--- src/rtl/rsb_pkg.sv ---
package rsb_pkg;
  localparam int SEQ_W = 8;

  typedef enum logic [1:0] {OP_ADD = 2'd0, OP_SUB = 2'd1, OP_AND = 2'd2, OP_MUL = 2'd3} op_e;
  typedef enum logic [1:0] {ST_EMPTY = 2'd0, ST_WAIT = 2'd1, ST_EXEC = 2'd2} st_e;

  // Arithmetic of both units, on a 32-bit carrier.
  function automatic logic [31:0] op_eval(op_e op, logic [31:0] a, logic [31:0] b);
    case (op)
      OP_ADD:  return a + b;
      OP_SUB:  return a - b;
      OP_AND:  return a & b;
      default: return a * b;
    endcase
  endfunction

  // Value a register holds out of reset.
  function automatic logic [31:0] reg_init(int r);
    return 32'(r * 3 + 1);
  endfunction

  // Wrap-aware age compare of issue sequence numbers.
  function automatic logic seq_older(logic [SEQ_W-1:0] a, logic [SEQ_W-1:0] b);
    logic [SEQ_W-1:0] d;
    d = a - b;
    return d[SEQ_W-1];
  endfunction
endpackage

--- src/rtl/rsb_regfile.sv ---
module rsb_regfile import rsb_pkg::*; #(
  parameter int NREG = 8,
  parameter int DW   = 16,
  parameter int TW   = 3,
  localparam int RW  = $clog2(NREG)
) (
  input  logic          clk,
  input  logic          rst_n,
  input  logic [RW-1:0] ra1,
  input  logic [RW-1:0] ra2,
  output logic [DW-1:0] rv1,
  output logic [TW-1:0] rt1,
  output logic [DW-1:0] rv2,
  output logic [TW-1:0] rt2,
  input  logic [RW-1:0] obs_addr,
  output logic [DW-1:0] obs_val,
  output logic          obs_busy,
  input  logic          alloc_en,
  input  logic [RW-1:0] alloc_dst,
  input  logic [TW-1:0] alloc_tag,
  input  logic          cdb_valid,
  input  logic [TW-1:0] cdb_tag,
  input  logic [DW-1:0] cdb_data
);
  logic [DW-1:0] val_q [NREG];
  logic [TW-1:0] tag_q [NREG];

  for (genvar r = 0; r < NREG; r++) begin : g_reg
    logic hit;
    assign hit = cdb_valid && (tag_q[r] != '0) && (tag_q[r] == cdb_tag);
    always_ff @(posedge clk) begin
      if (!rst_n) begin
        val_q[r] <= DW'(reg_init(r));
        tag_q[r] <= '0;
      end else begin
        if (hit) begin
          val_q[r] <= cdb_data;
          tag_q[r] <= '0;
        end
        if (alloc_en && alloc_dst == RW'(r)) tag_q[r] <= alloc_tag;
      end
    end

    AST_STALE_IGNORED: assert property (@(posedge clk) disable iff (!rst_n)
      (cdb_valid && tag_q[r] != cdb_tag) |=> (val_q[r] == $past(val_q[r])));
  end

  assign rv1      = val_q[ra1];
  assign rt1      = tag_q[ra1];
  assign rv2      = val_q[ra2];
  assign rt2      = tag_q[ra2];
  assign obs_val  = val_q[obs_addr];
  assign obs_busy = (tag_q[obs_addr] != '0);
endmodule

--- src/rtl/rsb_station.sv ---
module rsb_station import rsb_pkg::*; #(
  parameter int DW     = 16,
  parameter int TW     = 3,
  parameter int MY_TAG = 1
) (
  input  logic             clk,
  input  logic             rst_n,
  input  logic             alloc,
  input  logic [1:0]       alloc_op,
  input  logic [DW-1:0]    alloc_av,
  input  logic [TW-1:0]    alloc_at,
  input  logic [DW-1:0]    alloc_bv,
  input  logic [TW-1:0]    alloc_bt,
  input  logic [SEQ_W-1:0] alloc_seq,
  input  logic             go,
  input  logic             cdb_valid,
  input  logic [TW-1:0]    cdb_tag,
  input  logic [DW-1:0]    cdb_data,
  output st_e              state,
  output logic             rdy,
  output logic [1:0]       op,
  output logic [DW-1:0]    a_val,
  output logic [DW-1:0]    b_val,
  output logic [SEQ_W-1:0] seq
);
  logic [TW-1:0] a_tag, b_tag;
  logic          a_snoop, b_snoop, own_bcast;

  assign a_snoop   = cdb_valid && a_tag != '0 && cdb_tag == a_tag;
  assign b_snoop   = cdb_valid && b_tag != '0 && cdb_tag == b_tag;
  assign own_bcast = cdb_valid && cdb_tag == TW'(MY_TAG);
  assign rdy       = (state == ST_WAIT) && a_tag == '0 && b_tag == '0;

  always_ff @(posedge clk) begin
    if (!rst_n) begin
      state <= ST_EMPTY;
      op    <= '0;
      a_val <= '0;
      b_val <= '0;
      a_tag <= '0;
      b_tag <= '0;
      seq   <= '0;
    end else if (alloc) begin
      state <= ST_WAIT;
      op    <= alloc_op;
      a_val <= alloc_av;
      a_tag <= alloc_at;
      b_val <= alloc_bv;
      b_tag <= alloc_bt;
      seq   <= alloc_seq;
    end else begin
      case (state)
        ST_WAIT: begin
          if (a_snoop) begin a_val <= cdb_data; a_tag <= '0; end
          if (b_snoop) begin b_val <= cdb_data; b_tag <= '0; end
          if (go) state <= ST_EXEC;
        end
        ST_EXEC: if (own_bcast) state <= ST_EMPTY;
        default: ;
      endcase
    end
  end

  AST_BCAST_FROM_EXEC: assert property (@(posedge clk) disable iff (!rst_n)
    own_bcast |-> (state == ST_EXEC));
  AST_FREED_AFTER_BCAST: assert property (@(posedge clk) disable iff (!rst_n)
    own_bcast |=> (state == ST_EMPTY));
  AST_GO_WITH_VALUES: assert property (@(posedge clk) disable iff (!rst_n)
    go |-> (state == ST_WAIT && a_tag == '0 && b_tag == '0));
endmodule

--- src/rtl/rsb_fu.sv ---
module rsb_fu import rsb_pkg::*; #(
  parameter int DW  = 16,
  parameter int TW  = 3,
  parameter int LAT = 1,
  localparam int CW = (LAT > 1) ? $clog2(LAT) : 1
) (
  input  logic             clk,
  input  logic             rst_n,
  input  logic             start,
  input  logic [1:0]       s_op,
  input  logic [DW-1:0]    s_a,
  input  logic [DW-1:0]    s_b,
  input  logic [TW-1:0]    s_tag,
  input  logic [SEQ_W-1:0] s_seq,
  input  logic             grant,
  output logic             idle,
  output logic             done,
  output logic [DW-1:0]    res,
  output logic [TW-1:0]    res_tag,
  output logic [SEQ_W-1:0] res_seq
);
  logic          busy;
  logic [CW-1:0] cnt;

  assign idle = !busy;
  assign done = busy && cnt == '0;

  always_ff @(posedge clk) begin
    if (!rst_n) begin
      busy    <= 1'b0;
      cnt     <= '0;
      res     <= '0;
      res_tag <= '0;
      res_seq <= '0;
    end else if (start) begin
      busy    <= 1'b1;
      cnt     <= CW'(LAT - 1);
      res     <= DW'(op_eval(op_e'(s_op), 32'(s_a), 32'(s_b)));
      res_tag <= s_tag;
      res_seq <= s_seq;
    end else if (busy) begin
      if (cnt != '0) cnt <= cnt - 1'b1;
      else if (grant) busy <= 1'b0;
    end
  end

  AST_GRANT_ONLY_DONE: assert property (@(posedge clk) disable iff (!rst_n)
    grant |-> done);
  AST_START_WHEN_IDLE: assert property (@(posedge clk) disable iff (!rst_n)
    start |-> !busy);
endmodule

--- src/rtl/rsb_core.sv ---
module rsb_core import rsb_pkg::*; #(
  parameter int NREG    = 8,
  parameter int DW      = 16,
  parameter int ADD_RS  = 2,
  parameter int MUL_RS  = 2,
  parameter int ADD_LAT = 1,
  parameter int MUL_LAT = 3,
  localparam int NRS = ADD_RS + MUL_RS,
  localparam int TW  = $clog2(NRS + 1),
  localparam int IW  = (NRS > 1) ? $clog2(NRS) : 1,
  localparam int RW  = $clog2(NREG)
) (
  input  logic          clk,
  input  logic          rst_n,
  input  logic          in_valid,
  input  logic [1:0]    in_op,
  input  logic [RW-1:0] in_dst,
  input  logic [RW-1:0] in_src1,
  input  logic [RW-1:0] in_src2,
  output logic          in_ready,
  input  logic [RW-1:0] rd_addr,
  output logic [DW-1:0] rd_val,
  output logic          rd_busy,
  output logic          cdb_valid,
  output logic [TW-1:0] cdb_tag,
  output logic [DW-1:0] cdb_data
);
  localparam int NFU = 2;

  st_e                          st_state [NRS];
  logic [NRS-1:0]               st_empty, st_rdy, st_alloc, st_go;
  logic [NRS-1:0][1:0]          st_op;
  logic [NRS-1:0][DW-1:0]       st_a, st_b;
  logic [NRS-1:0][SEQ_W-1:0]    st_seq;

  logic [NFU-1:0]               fu_start, fu_done, fu_grant;
  logic [NFU-1:0][IW-1:0]       fu_pick;
  logic [NFU-1:0][DW-1:0]       fu_res;
  logic [NFU-1:0][TW-1:0]       fu_tag;
  logic [NFU-1:0][SEQ_W-1:0]    fu_seq;

  // Issue: lowest empty station of the needed kind.
  logic          need_mul, alloc_found, issue;
  logic [IW-1:0] alloc_idx;
  logic [SEQ_W-1:0] seq_q;

  assign need_mul = (in_op == 2'(OP_MUL));

  always_comb begin
    alloc_found = 1'b0;
    alloc_idx   = '0;
    for (int i = 0; i < NRS; i++) begin
      if (!alloc_found && st_empty[i] && ((i >= ADD_RS) == need_mul)) begin
        alloc_found = 1'b1;
        alloc_idx   = IW'(i);
      end
    end
  end

  assign in_ready = alloc_found;
  assign issue    = in_valid && in_ready;

  always_ff @(posedge clk) begin
    if (!rst_n) seq_q <= '0;
    else if (issue) seq_q <= seq_q + 1'b1;
  end

  // Register read with same-cycle bus forwarding.
  logic [DW-1:0] rv1, rv2, src_av, src_bv;
  logic [TW-1:0] rt1, rt2, src_at, src_bt;
  logic          fwd1, fwd2;

  rsb_regfile #(.NREG(NREG), .DW(DW), .TW(TW)) u_rf (
    .clk(clk), .rst_n(rst_n),
    .ra1(in_src1), .ra2(in_src2),
    .rv1(rv1), .rt1(rt1), .rv2(rv2), .rt2(rt2),
    .obs_addr(rd_addr), .obs_val(rd_val), .obs_busy(rd_busy),
    .alloc_en(issue), .alloc_dst(in_dst), .alloc_tag(TW'(alloc_idx) + 1'b1),
    .cdb_valid(cdb_valid), .cdb_tag(cdb_tag), .cdb_data(cdb_data)
  );

  assign fwd1   = rt1 != '0 && cdb_valid && cdb_tag == rt1;
  assign fwd2   = rt2 != '0 && cdb_valid && cdb_tag == rt2;
  assign src_av = fwd1 ? cdb_data : rv1;
  assign src_at = fwd1 ? '0 : rt1;
  assign src_bv = fwd2 ? cdb_data : rv2;
  assign src_bt = fwd2 ? '0 : rt2;

  // Stations.
  for (genvar i = 0; i < NRS; i++) begin : g_rs
    localparam int U = (i < ADD_RS) ? 0 : 1;
    assign st_alloc[i] = issue && alloc_idx == IW'(i);
    assign st_go[i]    = fu_start[U] && fu_pick[U] == IW'(i);
    assign st_empty[i] = (st_state[i] == ST_EMPTY);

    rsb_station #(.DW(DW), .TW(TW), .MY_TAG(i + 1)) u_rs (
      .clk(clk), .rst_n(rst_n),
      .alloc(st_alloc[i]), .alloc_op(in_op),
      .alloc_av(src_av), .alloc_at(src_at),
      .alloc_bv(src_bv), .alloc_bt(src_bt),
      .alloc_seq(seq_q), .go(st_go[i]),
      .cdb_valid(cdb_valid), .cdb_tag(cdb_tag), .cdb_data(cdb_data),
      .state(st_state[i]), .rdy(st_rdy[i]), .op(st_op[i]),
      .a_val(st_a[i]), .b_val(st_b[i]), .seq(st_seq[i])
    );
  end

  // Functional units: 0 adds, 1 multiplies.
  for (genvar u = 0; u < NFU; u++) begin : g_fu
    localparam int LO = (u == 0) ? 0 : ADD_RS;
    localparam int HI = (u == 0) ? ADD_RS : NRS;
    localparam int LT = (u == 0) ? ADD_LAT : MUL_LAT;
    logic          idle, start;
    logic [IW-1:0] pick;

    always_comb begin
      start = 1'b0;
      pick  = '0;
      for (int i = LO; i < HI; i++) begin
        if (!start && idle && st_rdy[i]) begin
          start = 1'b1;
          pick  = IW'(i);
        end
      end
    end

    assign fu_start[u] = start;
    assign fu_pick[u]  = pick;

    rsb_fu #(.DW(DW), .TW(TW), .LAT(LT)) u_fu (
      .clk(clk), .rst_n(rst_n),
      .start(start), .s_op(st_op[pick]), .s_a(st_a[pick]), .s_b(st_b[pick]),
      .s_tag(TW'(pick) + 1'b1), .s_seq(st_seq[pick]),
      .grant(fu_grant[u]), .idle(idle), .done(fu_done[u]),
      .res(fu_res[u]), .res_tag(fu_tag[u]), .res_seq(fu_seq[u])
    );
  end

  // Result bus: oldest finished result wins.
  logic                   win_found;
  logic [$clog2(NFU)-1:0] win;

  always_comb begin
    win_found = 1'b0;
    win       = '0;
    for (int u = 0; u < NFU; u++) begin
      if (fu_done[u] && (!win_found || seq_older(fu_seq[u], fu_seq[win]))) begin
        win_found = 1'b1;
        win       = ($clog2(NFU))'(u);
      end
    end
    for (int u = 0; u < NFU; u++)
      fu_grant[u] = win_found && win == ($clog2(NFU))'(u);
  end

  assign cdb_valid = win_found;
  assign cdb_tag   = fu_tag[win];
  assign cdb_data  = fu_res[win];

  AST_STALL_ONLY_FULL_ADD: assert property (@(posedge clk) disable iff (!rst_n)
    (!in_ready && !need_mul) |-> (st_empty[ADD_RS-1:0] == '0));
  AST_STALL_ONLY_FULL_MUL: assert property (@(posedge clk) disable iff (!rst_n)
    (!in_ready && need_mul) |-> (st_empty[NRS-1:ADD_RS] == '0));
endmodule

--- config.mk ---
export PLATFORM = sky130hd
export DESIGN_NAME = rsb_core
export DESIGN_NICKNAME = d
export VERILOG_FILES = /design/src/rtl/rsb_pkg.sv /design/src/rtl/rsb_regfile.sv /design/src/rtl/rsb_station.sv /design/src/rtl/rsb_fu.sv /design/src/rtl/rsb_core.sv
export SDC_FILE = /design/constraint.sdc
export NUM_CORES = 2
export LEC_CHECK = 0
export ABC_CLOCK_PERIOD_IN_PS = 19890
export BUFFER_PORTS_ARGS = -buffer_cell sky130_fd_sc_hd__buf_2
export CAP_MARGIN = 0
export CELL_PAD_IN_SITES_DETAIL_PLACEMENT = 0
export CELL_PAD_IN_SITES_GLOBAL_PLACEMENT = 2
export CORE_MARGIN = 10
export CORE_UTILIZATION = 25
export CTS_CLUSTER_SIZE = 16
export DETAILED_ROUTE_END_ITERATION = 10
export PLACE_DENSITY = 0.6
export SYNTH_ARGS = -nofsm -noshare
export SYNTH_HDL_FRONTEND = slang
export SYNTH_SLANG_ARGS = --single-unit
--- constraint.sdc ---
create_clock -name clk -period 19.89 [get_ports clk]
set_input_delay 0.9945 -clock clk [delete_from_list [all_inputs] [get_ports clk]]
set_output_delay 0.9945 -clock clk [all_outputs]
set_load 0.05 [all_outputs]
==> metrics.sh <==
STATUS='completed'
CLOCKBUFFERDEPTH=3
POWER.SHARE.COMBINATIONAL=0.433
MET3_USAGE=0.0217
DIE_AREA_SQ_MM=0.149
WORST_VDD_IR_mV=0.0727
WORSTPATHMAXFANOUT=63
DRV.MAX_CAP_VIOLATION_COUNT=0
SLOWEST_STAGE='buf_4'
GRT_REMAINING_OVERFLOW=0
YS_FF_LATCH=417
STARTPOINT_TYPE='flip-flop'
AREA_GROWTH_PCT=12.7
CTS_MAX_LEVEL=2
POWER.SWITCHING_FRACTION=0.421
SYNTH.AREA.TOP_CELLS='dfxtp_1 (16%), edfxtp_1 (14%), fa_1 (9.7%)'
CLK_LATENCY_WORST_SKEW_PAIR_NS=0.65
GRT_MOST_USED_LAYER='met2'
CHIPWIDTH_UM=386
SETUP_SLACK_OF_THE_MOST_CRITICAL_REG_TO_REG_PATH_NS=11.12
CP_COMMON_CELL='fa_1'
DIE_H_UM=386
CLK_TRANSITION_REPORTED_PATHS_NS=0.06
CRIT_PATH_END_KIND='flip-flop'
PLACED_CELLS_INCL_TAPS=5418
SYNTHESIS.AREA_SQ_MM=0.0335
WORSTPATHBUFFERINVERTERCOUNT=6
USE_MET1=0.239
SKEW_NS=0.0442
HOLD_CLASS='reg2reg'
SYNTH_SEQUENTIAL_AREA_RATIO=0.295
SYN-MEAN-INSTANCE-AREA_SQ_UM=8.95
SYNTH.MUX.AREA_FRACTION=0.120
WORST_SLEW_MARGIN_REL=0.133
TRACK_USAGE=0.173
FIN_CRIT_SH=0.441
P_SW_mW=1.49
SYNTH_TOP_AREA_CELL='dfxtp_1'
REMAINING_DRC_ERRORS=0
SIMPLE_GATE_PORTION_OF_THE_SYNTHESIZED_AREA=0.181
TIMING.SETUP.CRITICAL_PATH_CLASS='reg2reg'
SYNTHESIS.YOSYS.WARNINGS=0
WORSTHOLDSTART='g_rs[2].u_rs.seq[3]'
UTILIZATION=0.283
WORSTMARGINPINSLEW_NS=1.29
YOSYS.AREA_SHARE.ADDER=0.153
VIAS=27484
PIN_COUNT_OF_THE_BIGGEST_NET_ENTERING_GLOBAL_ROUTING=170
DESIGN.CORE.AREA_SQ_MM=0.133
ROW_COUNT=134
ANTENNA_VIOLATIONS_BEFORE_REPAIR=6
CRITPATHLAUNCH='g_rs[2].u_rs.state[1]'
SYNTH_TOP_FAMILY_BY_AREA='simple AND/OR/NAND/NOR gates'
PRE_CTS_SLACK_NS=11.24
DRTITER0DRC=2395
POST_LAYOUT_NONFILLER_INSTANCES=5516
ROUTED_VIA_DENSITY=4.98
CTS.HOLD.BUFFERS_ADDED=0
CELL_INTERNAL_PWR_mW=2.05
INITIAL_UTILIZATION=0.251
WORST_HOLD_PATH.NUM_CELLS=2
N_ANTENNA_CELL=0
CTS_RESIZED=0
LAYOUT-DRIVE-GT1-SHARE=0.133
POSTSYNTHCELLCOUNT=3738
SLEW_VIOL_FINAL=0
FINALWEIGHTEDCONGESTION=0.817
SYNTHESIS.NETS=4066
FINALSETUPVIOLCOUNT=0
BOUNDARYPINS=55
NUMPORTBUFFERS=54
PWR_DENSITY_CELL_mW_PER_MM2=94.0
FIRST_GLOBAL_VIAS=27892
POST-DP-HPWL_UM=93300
FRACTION_OF_POWER_CONSUMED_BY_SEQUENTIAL_LOGIC=0.286
R2R_CELLS=29
WORSTPATHARRIVAL_NS=9.28
TIMING.FINAL.HOLD_VIOLATIONS=0
DRT_PASS1_ITERATIONS=7
DRTANTENNAVIOLNETS=0
DESIGN_POWER_TOTAL_mW=3.55
SHARE_OF_THE_SYNTHESIZED_AREA_IN_COMPOUND_GATES_AO_OA_AOI_OAI=0.135
RSZ0062_AT_GRT='no'
R2R-END='g_fu[1].u_fu.res[15]'
GRT_FIRST_PASS_WIRELENGTH_UM=194000
WORSTHOLDENDPOINT='g_rs[2].u_rs.seq[3]'
DOMINANT_SYNTHESIZED_FLOP_CELL='dfxtp_1'
RR_STARTPOINT='g_rs[2].u_rs.state[1]'
LEAKAGEPOWER_nW=13.8
NUMCLOCKSINKS=417
DATA_REQUIRED_TIME_AT_THE_WORST_ENDPOINT_NS=20.40
SYNTH_ENABLE_FLOP_CELLS=152
MAXCLOCKFREQUENCY_MHz=114
FINAL.MIN_CLOCK_PERIOD_NS=8.77
YOSYSTOPAREACELLSHARE=0.159
FINISH.NET_COUNT=4033
CTS-ROOT-BUF='clkbuf_16'
POSTCTSSETUPREPAIRBUFS=0
TRITONCTS='done'
POST_SYNTH_NUM_CELL_TYPES=93
WL_UM=131000
YS_ASYNC_SR_FRACTION=0
GLOBAL_ROUTE.USAGE.MET2=0.287
CRIT_PATH_MAX_CELL_DELAY_NS=0.61
CTS-BUFFERS-INSERTED=53
P_CLK_FRAC=0.281
SYNTH_XOR_AREA_FRAC=0.0494
FINAL_SETUP_TNS_NS=0
WORST_SETUP_SLACK_AFTER_LAYOUT_NS=11.12
CRITICAL_PATH.TOP_DELAY_FAMILY='adder cells'
WL_PER_CELL_UM=23.7
registers in the layout, indices dropped and copies added (netlist names):
signal and cells:
g_fu.u_fu.busy 2, g_fu.u_fu.res_tag 5, seq_q 8, u_rf.tag_q 24, g_fu.u_fu.res_seq 16, g_rs.u_rs.op 8, g_rs.u_rs.b_val 64, g_rs.u_rs.a_val 64
g_fu.u_fu.cnt 2, u_rf.val_q 128, g_rs.u_rs.state 8, g_rs.u_rs.seq 32, g_rs.u_rs.b_tag 12, g_fu.u_fu.res 32, g_rs.u_rs.a_tag 12
cells in the mapped netlist, types with 7 or more instances:
| library cell | count |
|---|---|
| nand2_1 | 475 |
| nor2_1 | 431 |
| inv_1 | 312 |
| a21oi_1 | 266 |
| dfxtp_1 | 265 |
| clkbuf_1 | 191 |
| nand2b_1 | 166 |
| fa_1 | 162 |
| edfxtp_1 | 152 |
| ha_1 | 149 |
| o211ai_1 | 146 |
| xnor2_1 | 143 |
| mux4_2 | 109 |
| mux2i_1 | 96 |
| nand3_1 | 57 |
| o21ai_0 | 56 |
| mux2_2 | 52 |
| nor3_1 | 43 |
| a211oi_1 | 40 |
| xor2_1 | 37 |
| o22a_1 | 25 |
| buf_2 | 24 |
| or3_1 | 19 |
| or2_2 | 18 |
| a31oi_1 | 17 |
| buf_1 | 17 |
| a21o_1 | 15 |
| o221a_2 | 14 |
| and3_1 | 13 |
| nand4_1 | 13 |
| nor4_1 | 13 |
| and2_1 | 12 |
| a311oi_1 | 11 |
| a222oi_1 | 10 |
| nand3b_1 | 10 |
| o221ai_1 | 10 |
| buf_6 | 9 |
| nor4b_1 | 9 |
| o21bai_1 | 9 |
| nor4_2 | 8 |
| a2111oi_0 | 7 |
| o21a_1 | 7 |
how the worst max path moves through the flow:
stage,endpoint,slack (ns),depth (start not counted)
2_1_floorplan,g_fu[0].u_fu.res[15],12.24,29
3_3_place_gp,g_fu[1].u_fu.res[15],11.30,29
3_5_place_dp,g_fu[1].u_fu.res[15],11.24,28
4_1_cts,g_fu[1].u_fu.res[15],11.18,28
5_1_grt,g_fu[1].u_fu.res[15],10.72,29
6_report,g_fu[1].u_fu.res[15],11.12,29
layout by cell type (no fill, tap or decap), types with 10 or more instances in the layout:
master / n
or3_1: 19
dfxtp_1: 265
mux4_2: 109
buf_4: 99
a311oi_1: 11
a21oi_1: 264
inv_1: 311
buf_2: 55
a21o_1: 15
nand2b_1: 166
nor4_1: 13
edfxtp_1: 152
nand3_1: 55
a222oi_1: 10
o21ai_0: 54
fa_1: 162
a31oi_1: 17
and2_1: 12
o22a_1: 25
a211oi_1: 38
and3_1: 11
mux2i_1: 80
clkbuf_1: 15
xor2_1: 37
ha_1: 149
mux2i_2: 17
nor2_1: 427
nand2_1: 474
nor3_1: 42
o211ai_1: 146
nand4_1: 13
clkbuf_16: 53
xnor2_1: 143
o221a_2: 14
nand3b_1: 10
clkinv_2: 11
or2_2: 18
mux2_2: 52
power by group through the flow:
stage	logic, mW	clock network [mW]	registers (mW)
4_1_cts	1.55	1.02	1.02
3_3_place_gp	1.55	0	1.03
5_1_grt	1.69	1.05	1.02
2_1_floorplan	1.03	0	0.996
6_report	1.54	0.995	1.01
3_5_place_dp	1.54	0	1.03
worst register-to-register path, delay by kind of cell (launching register included):
| kind | cells | cell delay [ns] |
|---|---|---|
| AOI/OAI and AO/OA | 4 | 1.01 |
| xor gates and xnor gates | 8 | 1.66 |
| DFF | 1 | 0.33 |
| and+or+nand+nor | 4 | 1.11 |
| adders and majority gates | 7 | 3.14 |
| buffers and inverters | 6 | 1.39 |
routing by layer:
layer  up-vias  share of wire
met5         -        0.00020
met4         4          0.023
met3       152          0.045
met2       671           0.47
met1     13786           0.46
li1      12871              -
cell families after synthesis:
group	after synthesis
AOI/OAI and AO/OA	682
muxes	258
xor gates and xnor gates	184
adders and majority gates	313
buffers and inverters	560
and+or+nand+nor	1324
DFF	417
cell type report:
type,instances,area [sq um]
Clock buffer,76,1490
Clock inverter,22,267
Fill cell,14286,95600
Inverter,317,1200
Multi-Input combinational cell,2761,21700
Sequential cell,417,9870
Tap cell,1768,2210
Timing Repair Buffer,155,1040
stage by stage:
| stage | hold WS (ns) | instance area [sq um] |
|---|---|---|
| after floorplan | 0.429 | 33500 |
| after global placement | 0.444 | 36000 |
| after detailed placement | 0.447 | 36000 |
| after CTS | 0.455 | 37700 |
| after global routing | 0.473 | 37700 |
| final | 0.455 | 37700 |
(Power assumes the default switching activity.)
